File: src/rtl/sdram_mrs_loader.sv
module sdram_mrs_loader #(
  parameter int ROW_W      = 13,
  parameter int SETTLE_CYC = 4
) (
  input  logic             clk,
  input  logic             rst_n,
  input  logic             req,
  input  logic [2:0]       req_bl,
  input  logic             req_bt,
  input  logic [2:0]       req_cl,
  input  logic             req_dll_rst,
  input  logic             banks_idle,
  input  logic             burst_active,
  output logic [2:0]       cmd_n,
  output logic [1:0]       ba,
  output logic [ROW_W-1:0] addr,
  output logic             ack,
  output logic             err
);

  localparam int OPM_W = ROW_W - 7;
  localparam int CNT_W = $clog2(SETTLE_CYC + 1);
  localparam logic [2:0] CMD_NOP = 3'b111;
  localparam logic [2:0] CMD_LMR = 3'b000;

  typedef enum logic [1:0] {S_IDLE, S_WAIT, S_SETTLE} state_t;

  state_t           state;
  logic [6:0]       low_q;
  logic             dll_q;
  logic [CNT_W-1:0] cnt;

  wire bl_ok   = (req_bl == 3'b001) || (req_bl == 3'b010) || (req_bl == 3'b011);
  wire cl_ok   = (req_cl == 3'b010) || (req_cl == 3'b110);
  wire mem_ok  = banks_idle && !burst_active;

  wire [OPM_W-1:0] opm       = {{(OPM_W-2){1'b0}}, dll_q, 1'b0};
  wire [ROW_W-1:0] mode_word = {opm, low_q};

  always_ff @(posedge clk) begin
    if (!rst_n) begin
      state <= S_IDLE;
      low_q <= '0;
      dll_q <= 1'b0;
      cnt   <= '0;
      cmd_n <= CMD_NOP;
      ba    <= 2'b00;
      addr  <= '0;
      ack   <= 1'b0;
      err   <= 1'b0;
    end else begin
      cmd_n <= CMD_NOP;
      ba    <= 2'b00;
      addr  <= '0;
      ack   <= 1'b0;
      err   <= 1'b0;
      case (state)
        S_IDLE: if (req && !ack) begin
          if (bl_ok && cl_ok) begin
            low_q <= {req_cl, req_bt, req_bl};
            dll_q <= req_dll_rst;
            state <= S_WAIT;
          end else begin
            ack <= 1'b1;
            err <= 1'b1;
          end
        end
        S_WAIT: if (mem_ok) begin
          cmd_n <= CMD_LMR;
          addr  <= mode_word;
          cnt   <= CNT_W'(SETTLE_CYC);
          state <= S_SETTLE;
        end
        S_SETTLE: begin
          if (cnt == CNT_W'(1)) begin
            ack   <= 1'b1;
            state <= S_IDLE;
          end else begin
            cnt <= cnt - CNT_W'(1);
          end
        end
        default: state <= S_IDLE;
      endcase
    end
  end

endmodule

File: config.mk
export PLATFORM = sky130hd
export DESIGN_NAME = sdram_mrs_loader
export DESIGN_NICKNAME = d
export VERILOG_FILES = /design/src/rtl/sdram_mrs_loader.sv
export SDC_FILE = /design/constraint.sdc
export NUM_CORES = 1
export LEC_CHECK = 0
export BUFFER_PORTS_ARGS = -buffer_cell sky130_fd_sc_hd__buf_2
export CAP_MARGIN = 20
export CORE_MARGIN = 4
export CORE_UTILIZATION = 25
export DETAILED_ROUTE_END_ITERATION = 8
export GPL_TIMING_DRIVEN = 0
export PLACE_DENSITY = 0.53
export REMOVE_ABC_BUFFERS = 1
export SLEW_MARGIN = 25
export SYNTH_ARGS = -nofsm -noshare
export SYNTH_HDL_FRONTEND = slang
export SYNTH_SLANG_ARGS = --single-unit
File: constraint.sdc
create_clock -name clk -period 1.7 [get_ports clk]
set_input_delay 0.085 -clock clk [delete_from_list [all_inputs] [get_ports clk]]
set_output_delay 0.085 -clock clk [all_outputs]
set_load 0.05 [all_outputs]
==> key figures, run 1 <==
Synthesis
  • Fraction of post-synthesis cell area in the top cell type by area: between 40% and 50%
  • Combinational family with the most area after synthesis: simple AND/OR/NAND/NOR gates
  • Most frequent cell after synthesis: sky130_fd_sc_hd__dfxtp_1
  • Multiplexer share of the synthesized area: 5.19%
  • Ys async rst share: 0%
  • Fraction of the mapped netlist area in compound gates: under 10%
  • Share of the yosys chip area belonging to registers: approximately 50%
  • Synthesized area per cell: 9.46 µm²
  • Gate count of the mapped netlist: 102
  • Ys flop type: sky130_fd_sc_hd__dfxtp_1
  • Most frequent cells after synthesis: 24 x sky130_fd_sc_hd__dfxtp_1, 13 x sky130_fd_sc_hd__nand2_1, 9 x sky130_fd_sc_hd__buf_4, 7 x sky130_fd_sc_hd__and2_1, 7 x sky130_fd_sc_hd__nor2_1
  • Adder-Cell Fraction of Synth Area: 2.59%
  • Number of distinct library cells after synthesis: 28
  • Fraction of synthesized cell area in xor and xnor cells: 0%
  • Fraction of the mapped netlist area in simple logic gates: a little over a fifth
  • Post-synthesis cell type with the largest combined area: sky130_fd_sc_hd__dfxtp_1
  • Syn. warnings: 0
  • Main area contributors after synthesis: sky130_fd_sc_hd__dfxtp_1 50%, sky130_fd_sc_hd__buf_4 7.0%, sky130_fd_sc_hd__mux2i_1 5.2%
  • Number of enable flip-flop cells after synthesis: 0
  • Combined area of all synthesized cells: 965 µm²
  • Count of state elements after synthesis: 24

Critical path
  • CP bufs+invs: 1
  • Endpoint required time on the critical path: 1.86 ns
  • Critical path type: reg2reg
  • Worst Path Arrival: 1.75 ns
  • R2R Path End: low_q[4]
  • Critical path's slowest cell: sky130_fd_sc_hd__or4b_4
  • Largest delay share family, worst path: simple AND/OR/NAND/NOR gates
  • Depth of the worst register-to-register path: 4
  • Worst path max stage delay: 0.54 ns
  • Critical path startpoint: state[1]
  • Kind of capture point of the worst setup path: flip-flop
  • Reg2Reg Setup Slack: 0.11 ns
  • CP Cell Sequence: or4b_4 > and4bb_4 > buf_4 > nor2_1
  • Startpoint class of the critical path: flip-flop
  • Top fanout value on the critical path: 8
  • Crit Reg-Reg Startpoint: state[1]

Run status
  • Result of the run: complete, no violations

Timing
  • Clock Skew: 0.000990 ns
  • Max-slew violation count: 0
  • Setup ws final: 0.110 ns
  • Max Clk Rate: 629 MHz
  • Setup TNS: 0 ns
  • Period utilization: between 90 and 100%
  • RSZ-0062 raised after global routing: false
  • Final critical-path required period: 1.59 ns
  • Number of hold-slack violations in the final timing report: 0
  • Final setup violation count: 0

Pwr
  • Reported leakage power: 0.520 nW
  • Power density normalized to cell area: 988 mW/mm²
  • Worst supply voltage drop on vdd: ~0.0003 V

Global routing
  • Number of antenna violations at the first check in global routing: 0
  • Number of global-route vias before repair: 695
  • Maximum number of pins on one net before global-route repair: 18
  • Total grt overflow: 0
  • First-pass GRT wire length: around 3000 µm
  • Total global-route track usage: under 10%

CTS
  • Clk buf depth: 2
  • Clk_lat worst skew: ~0.26 ns
  • Clock net sink count: 24
  • Cell at the root of the clock tree: sky130_fd_sc_hd__clkbuf_8
  • Hold-fix buffers at CTS: 0
  • Num CTS Buffers: 3
  • Number of H-tree levels: 1
  • Clock-pin slew of the registers on the worst-case setup and hold paths: 0.08 ns
  • CTS tree: yes

Routing
  • DRT antenna net count: 0
  • Number of vias per cell: 4.21
  • Average detailed-routed wire length per instance: 10.1 µm
  • Drt pass-1 iters: 4
  • Routed WL: between 1500 and 2000 µm
  • Violation count after the first detailed-routing iteration: 49
  • DRC violation count after routing: 0
  • Via count: 729

Floorplanning
  • Core area: 0.00369 mm²
  • Placement row count: 22
  • I/O pin count: 33
  • Die outline area: 0.00492 mm²
  • Starting Density: 26.2%
  • Die Span Y: 70.1 µm
  • Die X: 70.1 µm

Hold path
  • Worst min-delay path startpoint: req_dll_rst
  • Worst hold stages: 3
  • Worst-case hold path end point: dll_q
  • Type of the worst min-delay path: in2reg

Layout
  • Final core utilization: 31.7%
  • Fill cell instance count of the final layout: 402
  • Share of final-layout standard cells stronger than drive strength 1: between 20% and 30%
  • Number of nets in the final layout: 141
  • Area Growth Syn to Fin: 21.1%
  • Antenna diode count: 0
  • Final instance count without filler cells: 173

Place
  • Placement Setup Slack: -0.141 ns
  • Routability congestion estimate: about 0.64
  • Dpl cells: 168
  • I/O Buffers: 25
  • Sum of net half-perimeters after detailed placement: 1350 µm

Flow run
  • Number of maximum-capacitance violations: 0
## metrics by stage
step | area, µm² | hold slack, ns | power, mW
2_1_floorplan | 897 | 0.203 | 0.654
3_3_place_gp | 1080 | 0.334 | 0.681
3_5_place_dp | 1080 | 0.345 | 0.683
4_1_cts | 1160 | 0.0595 | 1.17
5_1_grt | 1170 | 0.0666 | 1.21
6_report | 1170 | 0.0656 | 1.16
## layout make-up
class	instances	area, µm²	area share (%)
sequential	24	480	41.1
multi-input combinational	65	402	34.4
timing repair buffer	26	133	11.3
tap	48	60.1	5.14
clock buffer	3	41.3	3.53
clock inverter	1	30.0	2.57
inverter	6	22.5	1.93
## worst reg2reg max path, cell delays in order (launching register included)
cell and delay [ns]:
sky130_fd_sc_hd__dfxtp_1 0.34, sky130_fd_sc_hd__or4b_4 0.54, sky130_fd_sc_hd__and4bb_4 0.42, sky130_fd_sc_hd__buf_4 0.15, sky130_fd_sc_hd__nor2_1 0.04
## layout by cell type (no fill, tap or decap), drive strengths merged, types with 2 or more instances in the layout
cell	Yosys	final
a21oi	3	3
o211ai	2	2
o21a	2	2
dfxtp	24	24
and2	7	7
nor2	7	7
conb	1	7
nor2b	3	3
inv	6	6
ha	2	2
a31oi	2	2
nand2	13	13
mux2i	5	5
buf	10	26
clkbuf	3	3
## registers in the layout (all words and copies together), names as in the netlist
register  cells
ack           1
addr          8
cmd_n         1
cnt           3
dll_q         1
err           1
low_q         7
state         2
## routing by layer
metal,global-route usage [%],vias up,share of wire [%]
li1,-,362,-
met1,8.93,340,42
met2,12.2,27,48
met3,3.17,0,9.4
met4,2.98,0,0
met5,0,-,0
## worst max path at each step
| stage | to | cells after the start |
|---|---|---|
| 2_1_floorplan | dll_q | 3 |
| 3_3_place_gp | low_q[3] | 3 |
| 3_5_place_dp | low_q[6] | 3 |
| 4_1_cts | low_q[6] | 3 |
| 5_1_grt | low_q[1] | 3 |
| 6_report | low_q[4] | 4 |
## cells by family (layout without fill, tap and decap cells)
logic type | after synthesis | after routing
muxes | 5 | 5
and+or+nand+nor | 39 | 39
other | 1 | 7
adders and majority gates | 2 | 2
AOI/OAI and AO/OA | 12 | 12
DFF | 24 | 24
buffers and inverters | 19 | 36
## what timing repair did
action	CTS	global route
endpoints found under the setup margin	9	4
endpoints found under the hold margin	0	0
gates resized for setup	2	1
buffers inserted	0	1
pin swaps	0	1
## where the power goes
part | internal (mW) | switching (mW)
sequential | 0.569 | 0.00387
clock | 0.314 | 0.169
combinational | 0.0285 | 0.0707
Note: power is estimated with default switching activity, not from simulation.
==> run 2, diff against run 1 <==
- BUFFER_PORTS_ARGS: -buffer_cell sky130_fd_sc_hd__buf_2 -> default
- CORE_MARGIN: 4 -> 2
- DONT_BUFFER_PORTS: default -> 1
- PLACE_DENSITY: 0.53 -> 0.45
==> run 2 against run 1 <==
  * Via count shrank 11%
  * Combinational power shrank 16%
  * Fmax shrank 2.1%
  * Sequential power grew 2%
  * Routed wire length grew 2.1%
  * Total power grew 0.57%
  * Critical path depth shrank 1
  * Final cell count shrank 11%
  * Count of clock-buffer cells in the layout is the same
  * Largest cell class unchanged
  * Register-to-register slack lost 0.03 ns
==> key figures, run 2 (same netlist as run 1, synthesis figures left out) <==
CTS
  • Clock-pin slew of the registers on the worst-case setup and hold paths: 0.08 ns (about the same)
  • Num CTS Buffers: 3 (unchanged)
  • Number of H-tree levels: 1 (unchanged)
  • CTS tree: yes
  • Clk_lat worst skew: 0.27 ns (about the same)
  • Cell at the root of the clock tree: sky130_fd_sc_hd__clkbuf_8
  • Clock net sink count: 24 (unchanged)
  • Clk buf depth: 2 (unchanged)
  • Post-CTS setup repair buffer count: 0 (unchanged)

Place
  • Dpl cells: 143 (-15%)
  • I/O Buffers: 0 (-100%)
  • Sum of net half-perimeters after detailed placement: 1190 µm (-12%)
  • Placement Setup Slack: -0.307 ns (-0.166 ns)
  • Routability congestion estimate: 0.744 (+16%)

Floorplanning
  • Placement row count: 22 (unchanged)
  • Core area: 0.00369 mm² (unchanged)
  • Die outline area: 0.00437 mm² (-11%)
  • I/O pin count: 33 (unchanged)
  • Die X: 66.1 µm (-5.7%)
  • Die Span Y: 66.1 µm (-5.7%)
  • Starting Density: 26.2% (unchanged)

Layout
  • Flip-flop count of the largest register after layout: 8 (unchanged)
  • Biggest registers after layout: addr x8, low_q x7, cnt x3
  • Fill cell instance count of the final layout: 396 (-1.5%)
  • Register area: 485 µm² (+1.0%)
  • Number of nets in the final layout: 122 (-13%)
  • Final instance count without filler cells: 154 (-11%)
  • Top register by number of flip-flops: addr
  • Share of final-layout standard cells stronger than drive strength 1: 9.43% (-17 points)
  • Final core utilization: 30.2% (-1.5 points)
  • Area of the multi-input gates: 414 µm² (+3.1%)
  • Antenna diode count: 0 (unchanged)
  • Commonest cells after routing, fill and taps aside: 22 x sky130_fd_sc_hd__dfxtp_1, 13 x sky130_fd_sc_hd__nand2_1, 7 x sky130_fd_sc_hd__nor2_1, 7 x sky130_fd_sc_hd__and2_1, 7 x sky130_fd_sc_hd__conb_1
  • Commonest non-fill, non-tap cell in the layout: sky130_fd_sc_hd__dfxtp_1
  • Area Growth Syn to Fin: 15.4%

Pwr
  • Power density normalized to cell area: 1040 mW/mm² (+5.5%)
  • Worst supply voltage drop on vdd: 0.000260 V (-13%)
  • Post-route total power: 1.16 mW (+0.57%)
  • Reported leakage power: 0.435 nW (-16%)

Timing
  • RSZ-0062 raised after global routing: false
  • Setup ws final: 0.0752 ns (-0.0347 ns)
  • Transition time at the pin with the least slew margin: 0.747 ns
  • Clock Skew: 0.00418 ns (+0.00319 ns)
  • Slew HR: around 50%
  • Number of hold-slack violations in the final timing report: 0 (unchanged)
  • Max-slew violation count: 0 (unchanged)
  • Worst Hold Margin: 0.0482 ns (-0.0174 ns)
  • Max Clk Rate: 615 MHz (-2.1%)
  • Period utilization: 95.6% (+2.0 points)
  • Final setup violation count: 0 (unchanged)
  • Final critical-path required period: 1.62 ns (+0.0347 ns)

Global routing
  • Number of global-route vias before repair: 626 (-9.9%)
  • First-pass GRT wire length: 3030 µm (-0.43%)
  • Total global-route track usage: 9.49% (+1.9 points)
  • Total grt overflow: 0 (unchanged)
  • Number of antenna violations at the first check in global routing: 0 (unchanged)
  • Maximum number of pins on one net before global-route repair: 17 (-1)

Critical path
  • Kind of capture point of the worst setup path: flip-flop
  • Critical path type: reg2reg
  • Top fanout value on the critical path: 5 (-3)
  • Endpoint required time on the critical path: 1.90 ns (+0.04 ns)
  • Startpoint class of the critical path: flip-flop
  • Worst Path Arrival: 1.82 ns (+0.07 ns)

Routing
  • DRC violation count after routing: 0 (unchanged)
  • Average detailed-routed wire length per instance: 11.6 µm (+15%)
  • Via count: 647 (-11%)
  • Violation count after the first detailed-routing iteration: 18 (-63%)
  • Number of vias per cell: 4.20 (-0.30%)
  • DRT antenna net count: 0 (unchanged)
  • Routed WL: 1780 µm (+2.1%)
  • Drt pass-1 iters: 4 (unchanged)

Flow run
  • Number of maximum-capacitance violations: 0 (unchanged)

Run status
  • Result of the run: complete, no violations

Hold path
  • Type of the worst min-delay path: in2reg
## run 2: metrics by stage
step	setup TNS, ns	area (µm²)
2_1_floorplan	-0.283	897
3_3_place_gp	-2.11	957
3_5_place_dp	-2.38	958
4_1_cts	0	1110
5_1_grt	0	1110
6_report	0	1110
## run 2: path summary, 6_finish.rpt
| kind | from | endpoint | slack, ns | depth (start not counted) |
|---|---|---|---|---|
| setup / recovery | ack | low_q[1] | 0.08 | 3 |
| hold / removal | rst_n | state[1] | 0.05 | 2 |
| setup reg to reg | ack | low_q[1] | 0.08 | 3 |
| hold reg to reg | low_q[2] | low_q[2] | 0.44 | 2 |
## run 2: timing repair
item / 4_1_cts / 5_1_grt
gates resized for setup: 3 / 2
hold endpoints to repair: 13 / 0
pin swaps: 1 / 1
endpoints found under the setup margin: 9 / 4
hold buffers: 6 / 0
cloned: 1 / 0
## run 2: area by class of cell
class                      count  share of cell area [%]
clock buffer                   3                    3.71
clock inverter                 1                    2.70
inverter                       6                    2.02
multi-input combinational     66                    37.2
sequential                    24                    43.6
tap                           48                    5.39
timing repair buffer           6                    5.39
## run 2: metal layers
layer  wire, µm  global-route usage [%]
met5          0                       0
met1        789                    11.9
met4         44                    6.63
met3        100                    2.39
met2        849                    14.0
## run 2: critical path, stage by stage (launching register included)
cell and delay (ns):
sky130_fd_sc_hd__dfxtp_4 0.41, sky130_fd_sc_hd__or4b_4 0.51, sky130_fd_sc_hd__and4bb_4 0.43, sky130_fd_sc_hd__mux2i_1 0.20
## run 2: power by group
| group | internal (mW) | switching (mW) | total, mW | leakage, nW |
|---|---|---|---|---|
| clock | 0.315 | 0.178 | 0.493 | 0.0357 |
| sequential | 0.569 | 0.0164 | 0.585 | 0.194 |
| combinational | 0.0264 | 0.0571 | 0.0835 | 0.205 |
| total | 0.910 | 0.252 | 1.16 | 0.435 |
==> run 3, diff against run 2 <==
- CELL_PAD_IN_SITES_DETAIL_PLACEMENT: default -> 1
- CELL_PAD_IN_SITES_GLOBAL_PLACEMENT: default -> 1
- CORE_UTILIZATION: 25 -> 43
- PLACE_DENSITY: 0.45 -> 0.81
==> run 3 against run 2 <==
  * Largest power group unchanged
  * Sequential cell count did not move
  * Sequential power barely moved
  * Non-clock buffer count rose by 3
  * Fmax fell by 2.3%
  * Highest routed layer unchanged
  * Clock power fell by 18%
  * Clock skew rose by 0.0063 ns
  * Count of clock-buffer cells in the layout did not move
  * Combinational power rose by 1%
  * Total power fell by 7.7%
==> key figures, run 3 (same netlist as run 1, synthesis figures left out) <==
Flow run
  • Number of maximum-capacitance violations: 0 (unchanged)

Floorplanning
  • Die outline area: 0.00264 mm² (-40%)
  • Starting Density: 44.5% (+18 points)
  • Core area: 0.00217 mm² (-41%)
  • Die Span Y: 51.4 µm (-22%)
  • Die X: 51.4 µm (-22%)
  • Placement row count: 17 (-23%)
  • I/O pin count: 33 (unchanged)

Pwr
  • Total net switching power: 0.236 mW (-6.1%)
  • Post-route total power: 1.07 mW (-7.7%)
  • Net switching share of the total power: 22.0% (+0.37 points)
  • Reported leakage power: 0.443 nW (+1.7%)
  • Clock group share of total power: 37.5% (-4.9 points)
  • Worst supply voltage drop on vdd: 0.000527 V (+100%)
  • Proportion of power drawn by combinational gates: 7.9% (+0.7 points)
  • Internal power of the cells: 0.836 mW (-8.1%)
  • Sequential power share: 54.7% (+4.3 points)
  • Power density normalized to cell area: 982 mW/mm² (-5.9%)

CTS
  • Clock net sink count: 24 (unchanged)
  • Num CTS Buffers: 3 (unchanged)
  • Cell at the root of the clock tree: sky130_fd_sc_hd__clkbuf_4
  • Number of H-tree levels: 1 (unchanged)
  • Clk buf depth: 2 (unchanged)
  • Clk_lat worst skew: 0.31 ns (+0.04 ns)
  • CTS tree: yes
  • Clock-pin slew of the registers on the worst-case setup and hold paths: 0.13 ns (+0.05 ns)

Routing
  • Via count: 666 (+2.9%)
  • Routed WL: 1800 µm (+0.90%)
  • Number of vias per cell: 4.90 (+17%)
  • DRC violation count after routing: 0 (unchanged)
  • Drt pass-1 iters: 2 (-2)
  • DRT antenna net count: 0 (unchanged)
  • Average detailed-routed wire length per instance: 13.2 µm (+14%)
  • Violation count after the first detailed-routing iteration: 1 (-17)

Layout
  • Area of the multi-input gates: 402 µm² (-3.0%)
  • Commonest non-fill, non-tap cell in the layout: sky130_fd_sc_hd__dfxtp_1
  • Final core utilization: 50.3% (+20 points)
  • Top register by number of flip-flops: addr
  • Post-layout instance area: 0.00109 mm² (-1.9%)
  • Area Growth Syn to Fin: 13.2%
  • Fill cell instance count of the final layout: 266 (-33%)
  • Register area: 485 µm² (unchanged)
  • Final instance count without filler cells: 136 (-12%)
  • Share of final-layout standard cells stronger than drive strength 1: 11.1% (+1.7 points)
  • Flip-flop count of the largest register after layout: 8 (unchanged)
  • Number of nets in the final layout: 124 (+1.6%)
  • Biggest registers after layout: addr x8, low_q x7, cnt x3
  • Antenna diode count: 0 (unchanged)
  • Commonest cells after routing, fill and taps aside: 22 x sky130_fd_sc_hd__dfxtp_1, 13 x sky130_fd_sc_hd__nand2_1, 7 x sky130_fd_sc_hd__nor2_1, 7 x sky130_fd_sc_hd__and2_1, 7 x sky130_fd_sc_hd__conb_1

Run status
  • Result of the run: complete, no violations

Place
  • Routability congestion estimate: 0.639 (-14%)
  • Placed cell areas: 933 µm² (-2.6%)
  • Sum of net half-perimeters after detailed placement: 1220 µm (+2.1%)
  • I/O Buffers: 0 (unchanged)
  • Dpl cells: 123 (-14%)

Timing
  • Max-slew violation count: 0 (unchanged)
  • Clock Skew: 0.0105 ns (+0.00631 ns)
  • Transition time at the pin with the least slew margin: 0.745 ns (-0.00156 ns)
  • Setup TNS: 0 ns (unchanged)
  • Final critical-path required period: 1.66 ns (+0.0385 ns)
  • Number of hold-slack violations in the final timing report: 0 (unchanged)
  • Period utilization: 97.8% (+2.3 points)
  • Max Clk Rate: 601 MHz (-2.3%)
  • Final setup violation count: 0 (unchanged)
  • Slew HR: 50.4% (+0.10 points)

Global routing
  • Total grt overflow: 0 (unchanged)
  • Number of antenna violations at the first check in global routing: 0 (unchanged)
  • First-pass GRT wire length: 2620 µm (-14%)
  • Maximum number of pins on one net before global-route repair: 17 (unchanged)
  • Total global-route track usage: 13.5% (+4.0 points)
  • Number of global-route vias before repair: 592 (-5.4%)

Critical path
  • Endpoint required time on the critical path: 1.95 ns (+0.05 ns)
  • Startpoint class of the critical path: flip-flop
  • Kind of capture point of the worst setup path: flip-flop
  • Critical path type: reg2reg
  • Top fanout value on the critical path: 4 (-1)
  • Worst Path Arrival: 1.91 ns (+0.09 ns)

Hold path
  • Type of the worst min-delay path: in2reg
## run 3: cell count changes in the layout (fill, tap and decap cells not counted), sizes merged
cell,before,now
buf,0,3
and4bb,2,1
## run 3: what timing repair did
action / in CTS / in global routing
hold buffers: 6 / 0
endpoints found under the setup margin: 9 / 5
hold endpoints to repair: 13 / 0
pin swaps: 1 / 1
gates resized for setup: 3 / 4
gates cloned: 0 / 0
buffers inserted: 0 / 3
## run 3: through the flow
stage | hold WS (ns) | setup WS, ns
finish | 0.00874 | 0.0367
global route | 0.00265 | -0.00976
CTS | 0.0150 | 0.0356
detailed placement | 0.211 | -0.253
global placement | 0.205 | -0.199
floorplan | 0.203 | -0.0506
## run 3: per-layer routing
| metal | GRT usage (%) | wire (µm) | vias up |
|---|---|---|---|
| met2 | 24.1 | 967 | 14 |
| met5 | 0 | 0 | - |
| li1 | - | - | 332 |
| met4 | 6.58 | 30 | 0 |
| met1 | 15.2 | 739 | 318 |
| met3 | 2.63 | 62 | 2 |
## run 3: final timing paths
kind	from	end	slack [ns]	cells past startpoint
setup / recovery	ack	dll_q	0.04	4
hold / removal	rst_n	cnt[2]	0.009	2
setup reg to reg	ack	dll_q	0.04	4
hold reg to reg	low_q[2]	addr[2]	0.44	2
## run 3: power by group through the flow
stage	registers, mW	clock network [mW]	logic [mW]
after global placement	0.599	0	0.0597
final	0.586	0.402	0.0844
after detailed placement	0.599	0	0.0613
after floorplan	0.598	0	0.0564
after CTS	0.587	0.407	0.0784
after global routing	0.588	0.436	0.0906
## run 3: cell type report
class | count | area share (%)
tap | 28 | 3.21
clock inverter | 1 | 2.75
clock buffer | 3 | 2.06
timing repair buffer | 9 | 8.71
multi-input combinational | 65 | 36.8
inverter | 6 | 2.06
sequential | 24 | 44.4
## run 3: critical path, cell delays in order, from the launching register on
cell and delay (ns):
sky130_fd_sc_hd__dfxtp_4 0.42, sky130_fd_sc_hd__or4b_4 0.50, sky130_fd_sc_hd__and4bb_4 0.38, sky130_fd_sc_hd__buf_4 0.14
sky130_fd_sc_hd__mux2i_1 0.17
